--- config.mk ---
export PLATFORM = sky130hd
export DESIGN_NAME = scan_tap
export DESIGN_NICKNAME = d
export VERILOG_FILES = /design/src/rtl/scan_tap_pkg.sv /design/src/rtl/scan_tap_fsm.sv /design/src/rtl/scan_tap_ir.sv /design/src/rtl/scan_tap_bsr.sv /design/src/rtl/scan_tap.sv
export SDC_FILE = /design/constraint.sdc
export NUM_CORES = 1
export LEC_CHECK = 0
export BUFFER_PORTS_ARGS = -buffer_cell sky130_fd_sc_hd__buf_2
export CAP_MARGIN = 20
export CORE_MARGIN = 2
export CORE_UTILIZATION = 45
export DETAILED_ROUTE_END_ITERATION = 8
export PLACE_DENSITY = 0.66
export SETUP_SLACK_MARGIN = 0.5
export SYNTH_ARGS = -nofsm -noshare
export SYNTH_HDL_FRONTEND = slang
export SYNTH_SLANG_ARGS = --single-unit
--- constraint.sdc ---
create_clock -name tck -period 2.74 [get_ports tck]
set_input_delay 0.548 -clock tck [delete_from_list [all_inputs] [get_ports tck]]
set_output_delay 0.548 -clock tck [all_outputs]
set_load 0.02 [all_outputs]
--- src/rtl/scan_tap_pkg.sv ---
package scan_tap_pkg;

  typedef enum logic [3:0] {
    TS_RESET    = 4'h0,
    TS_IDLE     = 4'h1,
    TS_SEL_DR   = 4'h2,
    TS_CAP_DR   = 4'h3,
    TS_SH_DR    = 4'h4,
    TS_EX1_DR   = 4'h5,
    TS_PAUSE_DR = 4'h6,
    TS_EX2_DR   = 4'h7,
    TS_UPD_DR   = 4'h8,
    TS_SEL_IR   = 4'h9,
    TS_CAP_IR   = 4'hA,
    TS_SH_IR    = 4'hB,
    TS_EX1_IR   = 4'hC,
    TS_PAUSE_IR = 4'hD,
    TS_EX2_IR   = 4'hE,
    TS_UPD_IR   = 4'hF
  } tap_state_e;

  // bit 1 low selects the boundary chain; bit 0 low hands pads to test latches
  typedef enum logic [1:0] {
    INS_EXTEST   = 2'b00,
    INS_SNAPSHOT = 2'b01,
    INS_PASS_TST = 2'b10,
    INS_PASS_RUN = 2'b11
  } tap_instr_e;

  localparam logic [1:0] IR_CAPTURE_PATTERN = 2'b01;

endpackage

--- src/rtl/scan_tap_fsm.sv ---
module scan_tap_fsm
  import scan_tap_pkg::*;
(
  input  logic       tck,
  input  logic       rst_n,
  input  logic       tms,
  output tap_state_e state
);

  tap_state_e state_d;

  always_comb begin
    state_d = state;
    unique case (state)
      TS_RESET:    state_d = tms ? TS_RESET    : TS_IDLE;
      TS_IDLE:     state_d = tms ? TS_SEL_DR   : TS_IDLE;
      TS_SEL_DR:   state_d = tms ? TS_SEL_IR   : TS_CAP_DR;
      TS_CAP_DR:   state_d = tms ? TS_EX1_DR   : TS_SH_DR;
      TS_SH_DR:    state_d = tms ? TS_EX1_DR   : TS_SH_DR;
      TS_EX1_DR:   state_d = tms ? TS_UPD_DR   : TS_PAUSE_DR;
      TS_PAUSE_DR: state_d = tms ? TS_EX2_DR   : TS_PAUSE_DR;
      TS_EX2_DR:   state_d = tms ? TS_UPD_DR   : TS_SH_DR;
      TS_UPD_DR:   state_d = tms ? TS_SEL_DR   : TS_IDLE;
      TS_SEL_IR:   state_d = tms ? TS_RESET    : TS_CAP_IR;
      TS_CAP_IR:   state_d = tms ? TS_EX1_IR   : TS_SH_IR;
      TS_SH_IR:    state_d = tms ? TS_EX1_IR   : TS_SH_IR;
      TS_EX1_IR:   state_d = tms ? TS_UPD_IR   : TS_PAUSE_IR;
      TS_PAUSE_IR: state_d = tms ? TS_EX2_IR   : TS_PAUSE_IR;
      TS_EX2_IR:   state_d = tms ? TS_UPD_IR   : TS_SH_IR;
      TS_UPD_IR:   state_d = tms ? TS_SEL_DR   : TS_IDLE;
      default:     state_d = TS_RESET;
    endcase
  end

  always_ff @(posedge tck or negedge rst_n) begin
    if (!rst_n) state <= TS_RESET;
    else        state <= state_d;
  end

endmodule

--- src/rtl/scan_tap_ir.sv ---
module scan_tap_ir
  import scan_tap_pkg::*;
(
  input  logic       tck,
  input  logic       rst_n,
  input  tap_state_e state,
  input  logic       tdi,
  output tap_instr_e instr,
  output logic       ser_out
);

  logic [1:0] shf_q, shf_d;
  logic       cap_en, sh_en, upd_en, clr_en;

  assign cap_en = (state == TS_CAP_IR);
  assign sh_en  = (state == TS_SH_IR);
  assign upd_en = (state == TS_UPD_IR);
  assign clr_en = (state == TS_RESET);

  always_comb begin
    shf_d = shf_q;
    if (cap_en)     shf_d = IR_CAPTURE_PATTERN;
    else if (sh_en) shf_d = {tdi, shf_q[1]};
  end

  always_ff @(posedge tck or negedge rst_n) begin
    if (!rst_n) shf_q <= IR_CAPTURE_PATTERN;
    else        shf_q <= shf_d;
  end

  always_ff @(negedge tck or negedge rst_n) begin
    if (!rst_n)      instr <= INS_PASS_RUN;
    else if (clr_en) instr <= INS_PASS_RUN;
    else if (upd_en) instr <= tap_instr_e'(shf_q);
  end

  assign ser_out = shf_q[0];

endmodule

--- src/rtl/scan_tap_bsr.sv ---
module scan_tap_bsr #(
  parameter int NUM_IN  = 4,
  parameter int NUM_OUT = 4
) (
  input  logic                      tck,
  input  logic                      rst_n,
  input  logic                      cap_en,
  input  logic                      sh_en,
  input  logic                      upd_en,
  input  logic                      tdi,
  input  logic [NUM_IN-1:0]         pin_in,
  input  logic [NUM_OUT-1:0]        core_out,
  output logic [NUM_IN+NUM_OUT-1:0] latch_q,
  output logic                      ser_out
);

  localparam int LEN = NUM_IN + NUM_OUT;

  logic [LEN-1:0] cap_val;
  logic [LEN-1:0] shf_q, shf_d;

  for (genvar i = 0; i < LEN; i++) begin : g_cell
    if (i < NUM_IN) begin : g_in
      assign cap_val[i] = pin_in[i];
    end else begin : g_out
      assign cap_val[i] = core_out[i-NUM_IN];
    end
  end

  always_comb begin
    shf_d = shf_q;
    if (cap_en)     shf_d = cap_val;
    else if (sh_en) shf_d = {tdi, shf_q[LEN-1:1]};
  end

  always_ff @(posedge tck or negedge rst_n) begin
    if (!rst_n) shf_q <= '0;
    else        shf_q <= shf_d;
  end

  always_ff @(negedge tck or negedge rst_n) begin
    if (!rst_n)      latch_q <= '0;
    else if (upd_en) latch_q <= shf_q;
  end

  assign ser_out = shf_q[0];

endmodule

--- src/rtl/scan_tap.sv ---
module scan_tap
  import scan_tap_pkg::*;
#(
  parameter int NUM_IN  = 4,
  parameter int NUM_OUT = 4
) (
  input  logic               tck,
  input  logic               trst_n,
  input  logic               tms,
  input  logic               tdi,
  output logic               tdo,
  output logic               tdo_en,
  input  logic [NUM_IN-1:0]  pin_in,
  output logic [NUM_IN-1:0]  core_in,
  input  logic [NUM_OUT-1:0] core_out,
  output logic [NUM_OUT-1:0] pin_out
);

  localparam int LEN = NUM_IN + NUM_OUT;

  logic [1:0]     rst_sync_q;
  logic           rst_n;
  tap_state_e     tap_state;
  tap_instr_e     active_ir;
  logic           ir_so, bsr_so, bypass_q, bypass_d;
  logic           bsr_sel, test_mode;
  logic [LEN-1:0] bsr_upd;
  logic           tdo_d, tdo_en_d;

  // asynchronous assertion, release on the second rising edge
  always_ff @(posedge tck or negedge trst_n) begin
    if (!trst_n) rst_sync_q <= 2'b00;
    else         rst_sync_q <= {rst_sync_q[0], 1'b1};
  end
  assign rst_n = rst_sync_q[1];

  scan_tap_fsm u_fsm (
    .tck   (tck),
    .rst_n (rst_n),
    .tms   (tms),
    .state (tap_state)
  );

  scan_tap_ir u_ir (
    .tck     (tck),
    .rst_n   (rst_n),
    .state   (tap_state),
    .tdi     (tdi),
    .instr   (active_ir),
    .ser_out (ir_so)
  );

  assign bsr_sel   = ~active_ir[1];
  assign test_mode = ~active_ir[0];

  scan_tap_bsr #(.NUM_IN(NUM_IN), .NUM_OUT(NUM_OUT)) u_bsr (
    .tck      (tck),
    .rst_n    (rst_n),
    .cap_en   (bsr_sel && (tap_state == TS_CAP_DR)),
    .sh_en    (bsr_sel && (tap_state == TS_SH_DR)),
    .upd_en   (bsr_sel && (tap_state == TS_UPD_DR)),
    .tdi      (tdi),
    .pin_in   (pin_in),
    .core_out (core_out),
    .latch_q  (bsr_upd),
    .ser_out  (bsr_so)
  );

  always_comb begin
    bypass_d = bypass_q;
    if (!bsr_sel && tap_state == TS_CAP_DR)     bypass_d = 1'b0;
    else if (!bsr_sel && tap_state == TS_SH_DR) bypass_d = tdi;
  end

  always_ff @(posedge tck or negedge rst_n) begin
    if (!rst_n) bypass_q <= 1'b0;
    else        bypass_q <= bypass_d;
  end

  always_comb begin
    tdo_d    = 1'b0;
    tdo_en_d = 1'b0;
    if (tap_state == TS_SH_IR) begin
      tdo_d    = ir_so;
      tdo_en_d = 1'b1;
    end else if (tap_state == TS_SH_DR) begin
      tdo_d    = bsr_sel ? bsr_so : bypass_q;
      tdo_en_d = 1'b1;
    end
  end

  always_ff @(negedge tck or negedge rst_n) begin
    if (!rst_n) begin
      tdo    <= 1'b0;
      tdo_en <= 1'b0;
    end else begin
      tdo    <= tdo_d;
      tdo_en <= tdo_en_d;
    end
  end

  assign pin_out = test_mode ? bsr_upd[LEN-1:NUM_IN] : core_out;
  assign core_in = test_mode ? bsr_upd[NUM_IN-1:0]   : pin_in;

endmodule

==> impl_table.tex <==
\begin{tabular}{lr}
\hline
Metric & Value \\
\hline
\multicolumn{2}{l}{\textbf{Clock tree}} \\
Count of clock tree sinks & 29 \\
CTS tree & done \\
Clock latency at the later pin of the worst-skew pair & approximately 0.39 ns \\
Inserted Clock Buffers & 5 \\
Clock slew at the register clock pins of the worst setup and hold paths & 0.09 ns \\
Library cell used as clock root buffer & sky130\_fd\_sc\_hd\_\_clkbuf\_4 \\
Maximum count of clock buffers along a single path & 2 \\
Number of H-tree levels & 2 \\
\multicolumn{2}{l}{\textbf{Critical path}} \\
Crit path max-delay cell type & sky130\_fd\_sc\_hd\_\_dfstp\_4 \\
Critical Setup Path Class & flip-flop to output port \\
Arrival time reported for the critical path endpoint & $\sim$2.9 ns \\
Dominant cell type by count on the critical path & sky130\_fd\_sc\_hd\_\_buf\_6 \\
Critical Path RT & roughly 2.2 ns \\
Delay of the slowest cell on the worst path & approximately 0.63 ns \\
CP startpoint kind & flip-flop \\
Largest fanout on the critical path & 4 \\
Ordered list of cells on the worst path & buf\_6 -> mux2\_4 -> buf\_6 \\
Capturing element type of the critical path & output port \\
\multicolumn{2}{l}{\textbf{Detailed routing}} \\
Post-detailed-routing wire length & 3.492 mm \\
Remaining design rule violation count & 0 \\
Remaining number of nets flagged by the antenna check after routing & 0 \\
Number of optimization iterations in the first detailed-route pass & 5 \\
Vias & 1295 \\
Post-DR vias/cell & 5.534 \\
Number of DRC markers after the initial detailed-route iteration & roughly 80 \\
Wirelength per Cell & 14.92 um \\
\multicolumn{2}{l}{\textbf{Global route}} \\
Pin count of the biggest net entering global routing & 17 \\
Total overflow reported by the global router & 0 \\
First-pass GRT wire length & 5.382 mm \\
Overall track demand over capacity in global routing & 0.2067 \\
Number of antenna violations at the first check in global routing & 0 \\
Number of global-route vias before repair & $\sim$1200 \\
\multicolumn{2}{l}{\textbf{Finish}} \\
Area growth from synthesis to layout & 57.22\% \\
Most frequent cells in the layout & sky130\_fd\_sc\_hd\_\_buf\_6, sky130\_fd\_sc\_hd\_\_dfrtp\_1, sky130\_fd\_sc\_hd\_\_buf\_4 \\
Most common cell after layout, fill and taps aside & sky130\_fd\_sc\_hd\_\_buf\_6 \\
Final Instance Area & 2221 um\^{}2 \\
Fraction of layout cells with a size suffix above 1 & 0.5316 \\
Final Net Count & 201 \\
Antenna cells & 0 \\
Post-route non-filler standard cell count & about 230 \\
Final core occ & 0.7335 \\
Number of fillers in the final layout & 211 \\
\multicolumn{2}{l}{\textbf{Die}} \\
FP Rows & 20 \\
Width of the die & 60.03 um \\
I/O pins & 22 \\
Std-Cell Core Area & $\sim$3000 um\^{}2 \\
Die Footprint & roughly 3600 um\^{}2 \\
Floorplan die height & approximately 60 um \\
Initial Util & 0.4665 \\
\multicolumn{2}{l}{\textbf{Synth}} \\
Yosys synthesis warning count & 0 \\
Unique masters post-synth & 35 \\
Synthesized Nets & roughly 150 \\
Area of the mapped netlist & $\sim$1400 um\^{}2 \\
Number of flops mapped to enable cells by yosys & 0 \\
Per-instance average area after synthesis & 10.02 um\^{}2 \\
Main synth FF type & sky130\_fd\_sc\_hd\_\_dfrtp\_1 \\
Async set or reset register ratio after synthesis & 1.000 \\
Sequential cell area fraction in the yosys report & 0.5164 \\
Post-Synthesis Cells & approximately 140 \\
Yosys reg bits & 29 \\
\multicolumn{2}{l}{\textbf{Placement}} \\
Half-perimeter wire length after placement & approximately 2.2 mm \\
Total placed instance area & between 1500 and 2000 um\^{}2 \\
Port bufs & 21 \\
Number of cells after detailed placement & 207 \\
Global placer's final weighted congestion & around 0.77 \\
\multicolumn{2}{l}{\textbf{Outcome}} \\
Violations in the final reports & setup timing \\
Run status & finished, violations left \\
\multicolumn{2}{l}{\textbf{STA}} \\
RSZ-0062 raised after global routing & true \\
Final hold violation count & 0 \\
Final setup violation count & 18 \\
Final setup margin & -0.7403 ns \\
Skew final & between 0.07 and 0.08 ns \\
Final number of max-transition violations & 0 \\
\multicolumn{2}{l}{\textbf{Pwr}} \\
Maximum vdd drop & $\sim$0.73 mV \\
Total power density per cell area & 1196 nW/um\^{}2 \\
Leakage power summed over all cells & around 0.0011 uW \\
\multicolumn{2}{l}{\textbf{Job}} \\
Reported max-cap violation count & 0 \\
\multicolumn{2}{l}{\textbf{Min path}} \\
Type of the worst min-delay path & flip-flop to async pin \\
\hline
\end{tabular}
per-stage QoR:
stage	setup TNS [ns]	hold WS (ns)	total power (uW)	setup slack, ns
floorplan	-1.855	0.2524	1562	-0.1834
global placement	-3.197	0.09433	1684	-0.3467
CTS	-6.843	0.1132	2455	-0.7427
global route	-7.512	0.1252	2811	-0.7899
finish	-6.770	0.1018	2656	-0.7403
detailed placement	-3.473	0.1060	1724	-0.3646
worst paths after layout:
kind | startpoint | to | slack, ns | cells after the start
setup / recovery | u_ir.instr[0]$_DFFE_NN1P_ | core_in[0] | -0.74 | 3
hold / removal | rst_sync_q[1]$_DFF_PN0_ | u_bsr.shf_q[0]$_DFFE_PN0P_ | 0.10 | 0
setup reg to reg | u_fsm.state[2]$_DFF_PN0_ | u_bsr.latch_q[3]$_DFFE_NN0P_ | -0.15 | 3
hold reg to reg | rst_sync_q[1]$_DFF_PN0_ | u_bsr.shf_q[0]$_DFFE_PN0P_ | 0.10 | 0
max in group asynchronous | rst_sync_q[1]$_DFF_PN0_ | tdo_en$_DFF_NN0_ | 0.85 | 1
min in group tck | rst_sync_q[0]$_DFF_PN0_ | rst_sync_q[1]$_DFF_PN0_ | 0.36 | 0
Yosys cell counts (2+ instances only):
cell type	instances	area, um^2
sky130_fd_sc_hd__o22ai_1	7	43.79
sky130_fd_sc_hd__nor3_1	4	20.02
sky130_fd_sc_hd__a21oi_1	9	45.04
sky130_fd_sc_hd__o21ai_0	11	55.05
sky130_fd_sc_hd__mux2_2	13	146.4
sky130_fd_sc_hd__nand3_1	4	20.02
sky130_fd_sc_hd__nand2_1	10	37.54
sky130_fd_sc_hd__a22oi_1	2	15.01
sky130_fd_sc_hd__or3_1	2	12.51
sky130_fd_sc_hd__dfrtp_1	16	400.4
sky130_fd_sc_hd__dfstp_2	3	78.83
sky130_fd_sc_hd__inv_1	13	48.80
sky130_fd_sc_hd__clkbuf_1	7	26.28
sky130_fd_sc_hd__dfrtn_1	10	250.2
sky130_fd_sc_hd__nor2_1	6	22.52
sky130_fd_sc_hd__a222oi_1	4	40.04
sky130_fd_sc_hd__buf_2	2	10.01
timing repair:
item | 4_1_cts | 5_1_grt
pin swaps | 12 | 5
setup endpoints to repair | 31 | 31
setup buffers | 9 | 8
hold buffers | 1 | 0
hold endpoints to repair | 2 | 0
resized for setup | 49 | 12
area by class of cell:
type                    instances  area, um^2  share of cell area
multi-input cells              89       788.3              0.3549
clock buffers                   6       62.56             0.02817
inverters                      12       55.05             0.02479
clock inverters                 4       42.54             0.01915
flip-flops and latches         29       733.2              0.3301
repair buffers                 50       484.2              0.2180
well taps                      44       55.05             0.02479
registers in the layout (all words and copies together) (netlist names):
register,count
u_ir.instr,2
tdo,1
tdo_en,1
rst_sync_q,2
u_bsr.shf_q,8
u_fsm.state,4
bypass_q,1
u_ir.shf_q,2
u_bsr.latch_q,8
critical path, delay by kind of cell, from the launching register on:
family,cells,cell delay [ns]
buffers and inverters,2,0.26
DFF,1,0.63
muxes,1,0.30
cells by family after synthesis:
| kind of cell | Yosys count | share of synthesized area |
|---|---|---|
| other cells | 1 | 0.002655 |
| compound gates | 43 | 0.2002 |
| xor+xnor | 1 | 0.006201 |
| mux | 13 | 0.1036 |
| buf+inv | 23 | 0.06555 |
| simple gates | 31 | 0.1054 |
| flops | 29 | 0.5164 |
power breakdown:
part / leakage, uW / internal, uW / switching [uW] / total (uW)
Sequential: 0.000365 / 634 / 152 / 786
Clock: 0.0000640 / 250 / 165 / 414
Combinational: 0.000650 / 784 / 672 / 1460
Total: 0.00108 / 1670 / 988 / 2660
routing by layer:
metal | GRT usage | routed length (um)
met1 | 0.2421 | 1442
met2 | 0.3509 | 1901
met3 | 0.05628 | 126
met4 | 0.09206 | 21
met5 | 0 | 0
No activity file was read; power rests on OpenSTA's default activity.
